[config.mk]
export PLATFORM = sky130hd
export DESIGN_NAME = mdio_phy_emu
export DESIGN_NICKNAME = d
export VERILOG_FILES = /design/src/rtl/mdio_phy_pkg.sv /design/src/rtl/mdio_in_sync.sv /design/src/rtl/mdio_frame_fsm.sv /design/src/rtl/phy_reg_bank.sv /design/src/rtl/mdio_phy_emu.sv
export SDC_FILE = /design/constraint.sdc
export NUM_CORES = 1
export LEC_CHECK = 0
export BUFFER_PORTS_ARGS = -buffer_cell sky130_fd_sc_hd__buf_2
export CAP_MARGIN = 10
export CORE_ASPECT_RATIO = 0.8
export CORE_MARGIN = 2
export CORE_UTILIZATION = 25
export DETAILED_ROUTE_END_ITERATION = 10
export SLEW_MARGIN = 25
export SYNTH_ARGS = -nofsm -noshare
export SYNTH_HDL_FRONTEND = slang
export SYNTH_HIERARCHICAL = 1
export SYNTH_SLANG_ARGS = --single-unit
[constraint.sdc]
create_clock -name clk -period 2.56 [get_ports clk]
set_input_delay 0.128 -clock clk [delete_from_list [all_inputs] [get_ports clk]]
set_output_delay 0.128 -clock clk [all_outputs]
set_load 0.02 [all_outputs]
[src/rtl/mdio_phy_pkg.sv]
// Package: shared types and constants for the management-bus PHY emulator.
// Assumes 5-bit register numbers and 16-bit register words (clause-22 frame).
package mdio_phy_pkg;

    localparam int REG_AW = 5;
    localparam int REG_DW = 16;
    localparam int NUM_REGS = 1 << REG_AW;

    typedef enum logic [2:0] {
        ST_PRE,
        ST_SOF,
        ST_OPC,
        ST_PADDR,
        ST_RADDR,
        ST_TA,
        ST_DATA
    } mdio_state_e;

    localparam logic [1:0] OP_RD = 2'b10;
    localparam logic [1:0] OP_WR = 2'b01;

    // Computed-register numbers
    localparam logic [REG_AW-1:0] RN_CTRL   = 5'd0;
    localparam logic [REG_AW-1:0] RN_STAT   = 5'd1;
    localparam logic [REG_AW-1:0] RN_ADV    = 5'd4;
    localparam logic [REG_AW-1:0] RN_PART   = 5'd5;
    localparam logic [REG_AW-1:0] RN_SPEED  = 5'd17;
    localparam logic [REG_AW-1:0] RN_DIAG   = 5'd18;

    localparam logic [REG_DW-1:0] STAT_LINK_WORD = 16'h782E;
    localparam logic [REG_DW-1:0] PART_FIXED     = 16'h4001;
    localparam logic [REG_DW-1:0] PART_ADV_MASK  = 16'h01E0;
    localparam logic [REG_DW-1:0] SPEED_WORD     = 16'h8000;

    // Reset contents of the stored register bank
    function automatic logic [REG_DW-1:0] init_val(input logic [REG_AW-1:0] idx);
        case (idx)
            5'd0:    return 16'h3100;
            5'd2:    return 16'h0300;
            5'd3:    return 16'hE400;
            5'd4:    return 16'h01E1;
            default: return '0;
        endcase
    endfunction

endpackage

[src/rtl/mdio_in_sync.sv]
// Module: mdio_in_sync
// Brings the management clock and data line into the system clock domain and
// flags each management-clock rising edge with the data bit seen with it.
// Assumes the system clock runs several times faster than the management clock
// and that STAGES is at least 2.
module mdio_in_sync #(
    parameter int STAGES = 2
) (
    input  logic clk,
    input  logic rst_n,
    input  logic mdc,
    input  logic mdio_i,
    output logic bit_rise,
    output logic bit_val
);

    logic [STAGES-1:0] mdc_sr;
    logic [STAGES-1:0] dio_sr;
    logic              mdc_prev;

    // Shift both bus lines through the synchroniser chain
    always_ff @(posedge clk) begin
        if (!rst_n) begin
            mdc_sr   <= '0;
            dio_sr   <= '1;
            mdc_prev <= 1'b0;
        end else begin
            mdc_sr   <= {mdc_sr[STAGES-2:0], mdc};
            dio_sr   <= {dio_sr[STAGES-2:0], mdio_i};
            mdc_prev <= mdc_sr[STAGES-1];
        end
    end

    assign bit_rise = mdc_sr[STAGES-1] & ~mdc_prev;
    assign bit_val  = dio_sr[STAGES-1];

endmodule

[src/rtl/mdio_frame_fsm.sv]
// Module: mdio_frame_fsm
// Decodes management frames bit by bit on each management-clock rising edge,
// issues one-cycle write pulses and shifts out read data. Assumes rd_data is
// valid combinationally for rd_addr once the register number is complete.
module mdio_frame_fsm
    import mdio_phy_pkg::*;
#(
    parameter int PRE_LEN = 32
) (
    input  logic              clk,
    input  logic              rst_n,
    input  logic              bit_rise,
    input  logic              bit_val,
    input  logic [REG_AW-1:0] strap,
    input  logic [REG_DW-1:0] rd_data,
    output logic [REG_AW-1:0] rd_addr,
    output logic              wr_en,
    output logic [REG_AW-1:0] wr_addr,
    output logic [REG_DW-1:0] wr_data,
    output logic              mdio_o,
    output logic              mdio_oe,
    output mdio_state_e       state_o,
    output logic              addr_hit,
    output logic              op_is_rd
);

    localparam int CNT_MAX = (PRE_LEN > REG_DW) ? PRE_LEN : REG_DW;
    localparam int CNT_W   = $clog2(CNT_MAX + 1);
    localparam logic [CNT_W-1:0] C_PRE  = CNT_W'(PRE_LEN);
    localparam logic [CNT_W-1:0] C_ONE  = CNT_W'(1);
    localparam logic [CNT_W-1:0] C_FLD  = CNT_W'(REG_AW - 1);
    localparam logic [CNT_W-1:0] C_DLST = CNT_W'(REG_DW - 1);

    mdio_state_e       state;
    logic [CNT_W-1:0]  cnt;
    logic [1:0]        op;
    logic [REG_AW-1:0] paddr;
    logic [REG_AW-1:0] raddr;
    logic [REG_DW-1:0] shreg;
    logic              oe_q;
    logic              dout_q;
    logic              wr_q;
    logic [REG_DW-1:0] wdat_q;

    assign addr_hit = (paddr == strap);
    assign op_is_rd = (op == OP_RD);

    // Frame decoder: advances one field position per management-clock edge
    always_ff @(posedge clk) begin
        if (!rst_n) begin
            state  <= ST_PRE;
            cnt    <= '0;
            op     <= '0;
            paddr  <= '0;
            raddr  <= '0;
            shreg  <= '0;
            oe_q   <= 1'b0;
            dout_q <= 1'b1;
            wr_q   <= 1'b0;
            wdat_q <= '0;
        end else begin
            wr_q <= 1'b0;
            if (bit_rise) begin
                case (state)
                    ST_PRE: begin
                        if (bit_val) begin
                            if (cnt < C_PRE) cnt <= cnt + C_ONE;
                        end else begin
                            if (cnt == C_PRE) state <= ST_SOF;
                            cnt <= '0;
                        end
                    end
                    ST_SOF: begin
                        state <= bit_val ? ST_OPC : ST_PRE;
                        cnt   <= '0;
                    end
                    ST_OPC: begin
                        op <= {op[0], bit_val};
                        if (cnt == C_ONE) begin
                            cnt   <= '0;
                            state <= ({op[0], bit_val} == OP_RD ||
                                      {op[0], bit_val} == OP_WR) ? ST_PADDR : ST_PRE;
                        end else begin
                            cnt <= cnt + C_ONE;
                        end
                    end
                    ST_PADDR: begin
                        paddr <= {paddr[REG_AW-2:0], bit_val};
                        if (cnt == C_FLD) begin
                            cnt   <= '0;
                            state <= ST_RADDR;
                        end else begin
                            cnt <= cnt + C_ONE;
                        end
                    end
                    ST_RADDR: begin
                        raddr <= {raddr[REG_AW-2:0], bit_val};
                        if (cnt == C_FLD) begin
                            cnt   <= '0;
                            state <= ST_TA;
                        end else begin
                            cnt <= cnt + C_ONE;
                        end
                    end
                    ST_TA: begin
                        if (cnt == '0) begin
                            cnt <= C_ONE;
                            if (op_is_rd && addr_hit) begin
                                oe_q   <= 1'b1;
                                dout_q <= 1'b0;
                                shreg  <= rd_data;
                            end
                        end else begin
                            cnt   <= '0;
                            state <= ST_DATA;
                            if (oe_q) begin
                                dout_q <= shreg[REG_DW-1];
                                shreg  <= {shreg[REG_DW-2:0], 1'b0};
                            end
                        end
                    end
                    ST_DATA: begin
                        if (oe_q) begin
                            if (cnt == C_DLST) begin
                                oe_q   <= 1'b0;
                                dout_q <= 1'b1;
                            end else begin
                                dout_q <= shreg[REG_DW-1];
                                shreg  <= {shreg[REG_DW-2:0], 1'b0};
                            end
                        end else begin
                            shreg <= {shreg[REG_DW-2:0], bit_val};
                        end
                        if (cnt == C_DLST) begin
                            cnt   <= '0;
                            state <= ST_PRE;
                            if (op == OP_WR && addr_hit) begin
                                wr_q   <= 1'b1;
                                wdat_q <= {shreg[REG_DW-2:0], bit_val};
                            end
                        end else begin
                            cnt <= cnt + C_ONE;
                        end
                    end
                    default: begin
                        state <= ST_PRE;
                        cnt   <= '0;
                    end
                endcase
            end
        end
    end

    assign rd_addr = raddr;
    assign wr_addr = raddr;
    assign wr_en   = wr_q;
    assign wr_data = wdat_q;
    assign mdio_o  = dout_q;
    assign mdio_oe = oe_q;
    assign state_o = state;

endmodule

[src/rtl/phy_reg_bank.sv]
// Module: phy_reg_bank
// Holds the 32 x 16-bit PHY registers and forms the read word, replacing the
// status, partner, speed and diagnostic registers with live computed values.
// Assumes at most one write per cycle.
module phy_reg_bank
    import mdio_phy_pkg::*;
(
    input  logic              clk,
    input  logic              rst_n,
    input  logic              wr_en,
    input  logic [REG_AW-1:0] wr_addr,
    input  logic [REG_DW-1:0] wr_data,
    input  logic [REG_AW-1:0] rd_addr,
    input  logic              link_up,
    output logic [REG_DW-1:0] rd_data
);

    logic [REG_DW-1:0] mem [NUM_REGS];
    logic [REG_DW-1:0] adv;

    // Store written words; the control reset bit is cleared on every write
    always_ff @(posedge clk) begin
        if (!rst_n) begin
            for (int i = 0; i < NUM_REGS; i++) mem[i] <= init_val(REG_AW'(i));
        end else if (wr_en) begin
            mem[wr_addr]  <= wr_data;
            mem[0][15]    <= 1'b0;
        end
    end

    assign adv = mem[RN_ADV];

    // Select the stored word or the computed word for the addressed register
    always_comb begin
        case (rd_addr)
            RN_STAT:  rd_data = link_up ? STAT_LINK_WORD : '0;
            RN_PART:  rd_data = PART_FIXED | (adv & PART_ADV_MASK);
            RN_SPEED: rd_data = SPEED_WORD;
            RN_DIAG:  rd_data = link_up ?
                                {4'b0, adv[8] | adv[6], adv[7] | adv[8], 10'b0} : '0;
            default:  rd_data = mem[rd_addr];
        endcase
    end

endmodule

[src/rtl/mdio_phy_emu.sv]
// Module: mdio_phy_emu (top)
// Management-bus slave emulating a simple PHY: synchroniser, frame decoder and
// register bank. Assumes an external pull-up on the data line.
module mdio_phy_emu
    import mdio_phy_pkg::*;
#(
    parameter int PRE_LEN     = 32,
    parameter int SYNC_STAGES = 2
) (
    input  logic       clk,
    input  logic       rst_n,
    input  logic       mdc,
    input  logic       mdio_i,
    output logic       mdio_o,
    output logic       mdio_oe,
    input  logic [4:0] phy_addr,
    input  logic       link_up
);

    logic              bit_rise;
    logic              bit_val;
    logic [REG_AW-1:0] rd_addr;
    logic [REG_DW-1:0] rd_data;
    logic              wr_en;
    logic [REG_AW-1:0] wr_addr;
    logic [REG_DW-1:0] wr_data;
    mdio_state_e       fsm_state;
    logic              addr_hit;
    logic              op_is_rd;

    mdio_in_sync #(.STAGES(SYNC_STAGES)) i_sync (
        .clk      (clk),
        .rst_n    (rst_n),
        .mdc      (mdc),
        .mdio_i   (mdio_i),
        .bit_rise (bit_rise),
        .bit_val  (bit_val)
    );

    mdio_frame_fsm #(.PRE_LEN(PRE_LEN)) i_fsm (
        .clk      (clk),
        .rst_n    (rst_n),
        .bit_rise (bit_rise),
        .bit_val  (bit_val),
        .strap    (phy_addr),
        .rd_data  (rd_data),
        .rd_addr  (rd_addr),
        .wr_en    (wr_en),
        .wr_addr  (wr_addr),
        .wr_data  (wr_data),
        .mdio_o   (mdio_o),
        .mdio_oe  (mdio_oe),
        .state_o  (fsm_state),
        .addr_hit (addr_hit),
        .op_is_rd (op_is_rd)
    );

    phy_reg_bank i_regs (
        .clk     (clk),
        .rst_n   (rst_n),
        .wr_en   (wr_en),
        .wr_addr (wr_addr),
        .wr_data (wr_data),
        .rd_addr (rd_addr),
        .link_up (link_up),
        .rd_data (rd_data)
    );

endmodule

==> metrics.txt, run 1 <==
Buffers on Ports 11; Crit Path Max Fanout 13; final worst-path setup slack -0.0106 ns; fill count 10700; final cell count without fillers 3474; met2 Use GR 0.199; # IOs 12; synthesis-to-finish area growth 16.1%; Die Span X 372 um; diode count 0; Tot Pwr 19.5 mW; unrepaired setup endpoints after global routing yes; Worst R2R End i_fsm/shreg[0]; Pins Over Slew Limit 0; Root Driver clkbuf_16; HP Class input port to flip-flop; Most common cell on crit path buf_4; r2r setup slk -0.01 ns; Inserted Clock Buffers 55; pre-CTS WS -0.100 ns; WP depth 8; met3 Track Usage GR 0.0189; syn_nets 1951; delay-heaviest family, CP simple AND/OR/NAND/NOR gates; CP arrival 3.11 ns; Worst VDD drop 445 uV; fmax 389 MHz; Synth Warn # 6; starting density of the core 0.251; GRT Util Overall 0.132; H-tree lvl count 2; antenna violations before repair 7; R2R cell count 8; Leak 10.4 nW; failing checks negative setup slack; gr busiest metal met1; Critical Path End Type flip-flop; Critical Path Slowest Stage Cell nor2_1; crit path cell chain buf_4, nor2_1, a221oi_1, buf_4, a32oi_1, a32o_1, nand2_1, mux2i_1; CTS tree yes; Crit path largest cell delay 0.76 ns; largest net degree at the start of global routing 66; clock skew 0.0178 ns; GP Congestion 0.949; CP required 3.10 ns; die height 299 um; worst hold margin 0.0501 ns; syn_area_per_cell 14.0 um^2; reg2reg start i_fsm/rd_addr[3]; Slew headroom 0.272; crit share post-route 1.00; First-pass DRT Iterations 5; global-route wire length before repair 111000 um; Max Cap Violations 0; # DRC 0; area of the mapped netlist 27100 um^2; PwrDens 619 nW/um^2; Total Nets Final 2012; Hold Path Depth 5; core area 108000 um^2; Post-DRT Antenna Nets 0; final hold viol count 0; # rows 108; Buffers & Inverters on Critical Path 2; CTS sink cnt 573; Vias/cell 4.81; Max Buffers Root-to-Sink 3; layout cells sized above 1 0.216; CTS clk-pin slew, worst paths 0.06 ns; 1st-iter DRT viols 2144; vias post-DR 16700; Post-Synthesis Cells 1938; Placed Cells 3366; outcome finished with violations; Die Area 111000 um^2; min Tclk post-route 2.57 ns; CP endpoint i_fsm/shreg[0]; Worst Tran Pin Value 1.09 ns; Core Util, Final 0.292; WL/cell 21.4 um; final wirelength 74300 um; vias in the first global route 16500; CP startpoint kind flip-flop; Critical path origin i_fsm/rd_addr[3]; critical path class flip-flop to flip-flop; GR Util met1 0.201; Skew-Pair Late Insertion Delay 0.62 ns; DP HPWL 48500 um; GR Overflow Total 0; final setup vio count 1
## power by group
part,internal [mW],total [mW],switching (mW)
logic,0.272,0.701,0.430
registers,10.5,10.7,0.120
clock network,4.57,8.12,3.55
total,15.4,19.5,4.10
## worst register-to-register path: cells and delay by family, from the launching register on
family	cells	cell delay [ns]
AOI/OAI and AO/OA	3	0.78
buffers and inverters	2	0.42
DFF	1	0.34
muxes	1	0.15
and+or+nand+nor	2	0.82
## layer usage
layer | share of wire | vias up
met3 | 0.076 | 92
met1 | 0.46 | 8667
met2 | 0.44 | 652
met4 | 0.017 | 0
met5 | 0 | -
li1 | - | 7282
## sequential cells by signal (all words and copies together) (netlist names)
register / flops
i_fsm/state_o: 3
i_fsm/wr_data: 16
i_fsm/cnt: 6
i_fsm/wr_en: 1
i_sync/mdc_sr: 2
i_fsm/mdio_oe: 1
i_fsm/shreg: 16
i_fsm/rd_addr: 5
i_sync/dio_sr: 2
i_fsm/paddr: 5
i_regs/mem: 512
i_fsm/mdio_o: 1
i_fsm/op: 2
i_sync/mdc_prev: 1
## final cells by class
type / count / area (um^2) / share of cell area
well taps: 1430 / 1790 / 0.0568
clock inverters: 30 / 267 / 0.00847
clock buffers: 72 / 1480 / 0.0471
inverters: 11 / 41.3 / 0.00131
multi-input cells: 1170 / 9620 / 0.306
flip-flops and latches: 573 / 16600 / 0.528
repair buffers: 188 / 1660 / 0.0528
## through the flow
stage	setup TNS [ns]	instance area, um^2
floorplan	-17.12	27100
global placement	-0.149	29600
detailed placement	-0.198	29600
CTS	0	31400
global route	-0.118	31500
finish	-0.0106	31500
## how the worst min path moves through the flow
stage,start,end,slack (ns)
5_1_grt,phy_addr[0],i_fsm/wr_en,0.06
6_report,phy_addr[0],i_fsm/wr_en,0.05
4_1_cts,rst_n,i_regs/mem[0][15],0.02
3_3_place_gp,mdio_i,i_sync/dio_sr[0],0.32
3_5_place_dp,mdio_i,i_sync/dio_sr[0],0.32
2_1_floorplan,rst_n,i_sync/dio_sr[0],0.20
## cells in the final DEF (no fill, tap or decap), types with 9 or more instances in the layout
master and n:
a211oi_1 14, a211oi_2 11, a21oi_1 29, a221oi_1 11
a22o_1 10, a22oi_1 20, a32oi_1 10, and2_1 509
buf_12 21, buf_2 11, buf_4 151, clkbuf_1 15
clkbuf_16 57, clkinv_1 13, clkinv_2 9, dfxtp_1 53
edfxtp_1 512, inv_1 10, mux2_2 19, mux2i_1 84
mux4_2 108, nand2_1 37, nand2b_1 9, nand3_1 13
nor2_1 70, nor2_2 12, nor2b_1 11, o21ai_0 42
o21ai_1 32, or3_1 16
## what timing repair did
item / CTS / global route
resized for setup: 2 / 5
hold buffers: 3 / 0
endpoints found under the setup margin: 5 / 8
buffers inserted: 3 / 0
endpoints found under the hold margin: 3 / 0
Note: power is estimated with default switching activity, not from simulation.
==> run 2, diff against run 1 <==
==> constraint.sdc (replaced) <==
create_clock -name clk -period 2.75 [get_ports clk]
set_input_delay 0.1375 -clock clk [delete_from_list [all_inputs] [get_ports clk]]
set_output_delay 0.1375 -clock clk [all_outputs]
set_load 0.02 [all_outputs]
==> metrics.txt, run 2 (synthesized netlist as in run 1, its figures left out) <==
# rows 108 (unchanged); GRT Util Overall 0.131 (-0.00142); fill count 10700 (-0.84%); sw frac 0.213 (+0.00298); critical path class flip-flop to flip-flop; die height 299 um (unchanged); CTS tree yes; max reg flops 512 (unchanged); Post-DRT Antenna Nets 0 (unchanged); Critical Path End Type flip-flop; synthesis-to-finish area growth 15.2%; unrepaired setup endpoints after global routing no; starting density of the core 0.251 (unchanged); Combinational Power Share 0.035 (about the same); most common cell after layout, fill and taps aside edfxtp_1; Vias/cell 4.78 (-0.52%); Die Area 111000 um^2 (unchanged); Clock power frac 0.418 (about the same); CP required 3.25 ns (+0.15 ns); fmax 379 MHz (-2.6%); Max Buffers Root-to-Sink 3 (unchanged); CP arrival 3.14 ns (+0.03 ns); pre-CTS WS -0.0194 ns (+0.0809 ns); final hold viol count 0 (unchanged); CTS clk-pin slew, worst paths 0.07 ns (about the same); core area 108000 um^2 (unchanged); GR Overflow Total 0 (unchanged); outcome finished clean; Die Span X 372 um (unchanged); reg2reg start i_fsm/rd_addr[2]; Power Internal 14.3 mW (-7.3%); Crit Path Max Fanout 30 (+17); antenna violations before repair 3 (-4); hold_sp phy_addr[4]; Max Cap Violations 0 (unchanged); PwrDens 581 nW/um^2 (-6.2%); commonest non-fill, non-tap cells in the layout edfxtp_1, and2_1, buf_4; Skew-Pair Late Insertion Delay 0.63 ns (about the same); DP HPWL 47700 um (-1.6%); GP Congestion 0.899 (-5.3%); Root Driver clkbuf_16; Worst Tran Pin Value 0.979 ns (-0.112 ns); min Tclk post-route 2.64 ns (+0.0687 ns); # DRC 0 (unchanged); First-pass DRT Iterations 6 (+1); largest net degree at the start of global routing 49 (-26%); Pins Over Slew Limit 0 (unchanged); setup TNS 0 ns (+0.0106 ns); final setup vio count 0 (-1); # IOs 12 (unchanged); CP startpoint kind flip-flop; DP Area 29400 um^2 (-0.89%); Slew headroom 0.345 (+0.0730); final worst-path setup slack 0.111 ns (+0.121 ns); Inserted Clock Buffers 56 (+1.8%); final instance area 31200 um^2 (-0.78%); Net Sw Power 3.87 mW (-5.6%); Flop pwr share 0.547 (about the same); final wirelength 73300 um (-1.4%); Leak 10.3 nW (-1.1%); vias in the first global route 16300 (-0.79%); HP Class input port to flip-flop; 1st-iter DRT viols 1655 (-23%); global-route wire length before repair 109000 um (-1.5%); worst hold margin 0.0433 ns (-0.00682 ns); CTS sink cnt 573 (unchanged); Critical path origin i_fsm/rd_addr[2]; H-tree lvl count 2 (unchanged); Total Nets Final 1993 (-0.94%); clock skew 0.0174 ns (-0.000465 ns); crit share post-route 0.960 (-0.0444); layout cells sized above 1 0.210 (-0.00598); vias post-DR 16500 (-1.0%); WL/cell 21.2 um (-0.88%); Buffers on Ports 11 (unchanged); Reg with most FFs i_regs/mem; Worst VDD drop 485 uV (+9.0%)
==> run 2: critical path, cell delays in order (launching register included) <==
cell	delay, ns
dfxtp_4	0.66
buf_4	0.34
nor2b_1	0.49
a221oi_1	0.28
a221oi_1	0.41
a21oi_1	0.09
mux2i_1	0.15
a211oi_1	0.08
==> run 2: path summary, 6_finish.rpt <==
check	end	slack (ns)	cells after the start
setup / recovery	i_fsm/shreg[5]	0.11	7
hold reg to reg	i_sync/dio_sr[1]	0.42	1
setup reg to reg	i_fsm/shreg[5]	0.11	7
hold / removal	i_fsm/wr_en	0.04	5
==> run 2: timing repair <==
item                                    4_1_cts  5_1_grt
gates resized for setup                       2        1
buffers inserted                              0        8
endpoints found under the hold margin         2        0
endpoints found under the setup margin        2        4
hold buffers                                  2        0
==> run 2: per-layer routing <==
layer  track usage  wire [um]  vias up  part of all wire
met1         0.193      32800     8452              0.45
met4        0.0333       1530        2             0.021
met3        0.0225       6190      102             0.084
met5             0         10        -           0.00014
met2         0.198      32800      721              0.45
li1              -          -     7248                 -
==> run 2: power groups by stage <==
stage / Combinational, mW / Sequential (mW) / Clock, mW
final: 0.633 / 9.92 / 7.58
after global routing: 0.670 / 9.95 / 8.07
after CTS: 0.633 / 9.93 / 7.73
after detailed placement: 0.628 / 10.1 / 0
after global placement: 0.619 / 10.1 / 0
after floorplan: 0.367 / 10.1 / 0
==> run 2: area by class of cell <==
type                       instances  area (um^2)  area share
inverter                          11         41.3     0.00132
tap                             1430         1790      0.0573
clock inverter                    33          277     0.00885
antenna                            1         2.50   0.0000801
timing repair buffer             168         1430      0.0457
clock buffer                      71         1490      0.0477
sequential                       573        16600       0.532
multi-input combinational       1170         9590       0.307
==> run 2: per-stage QoR <==
stage	utilization	std cells	total power, mW
5_1_grt	0.289	3456	18.7
3_5_place_dp	0.272	3342	10.7
3_3_place_gp	0.272	3342	10.7
6_report	0.289	3457	18.1
2_1_floorplan	-	1938	10.4
4_1_cts	0.288	3448	18.3
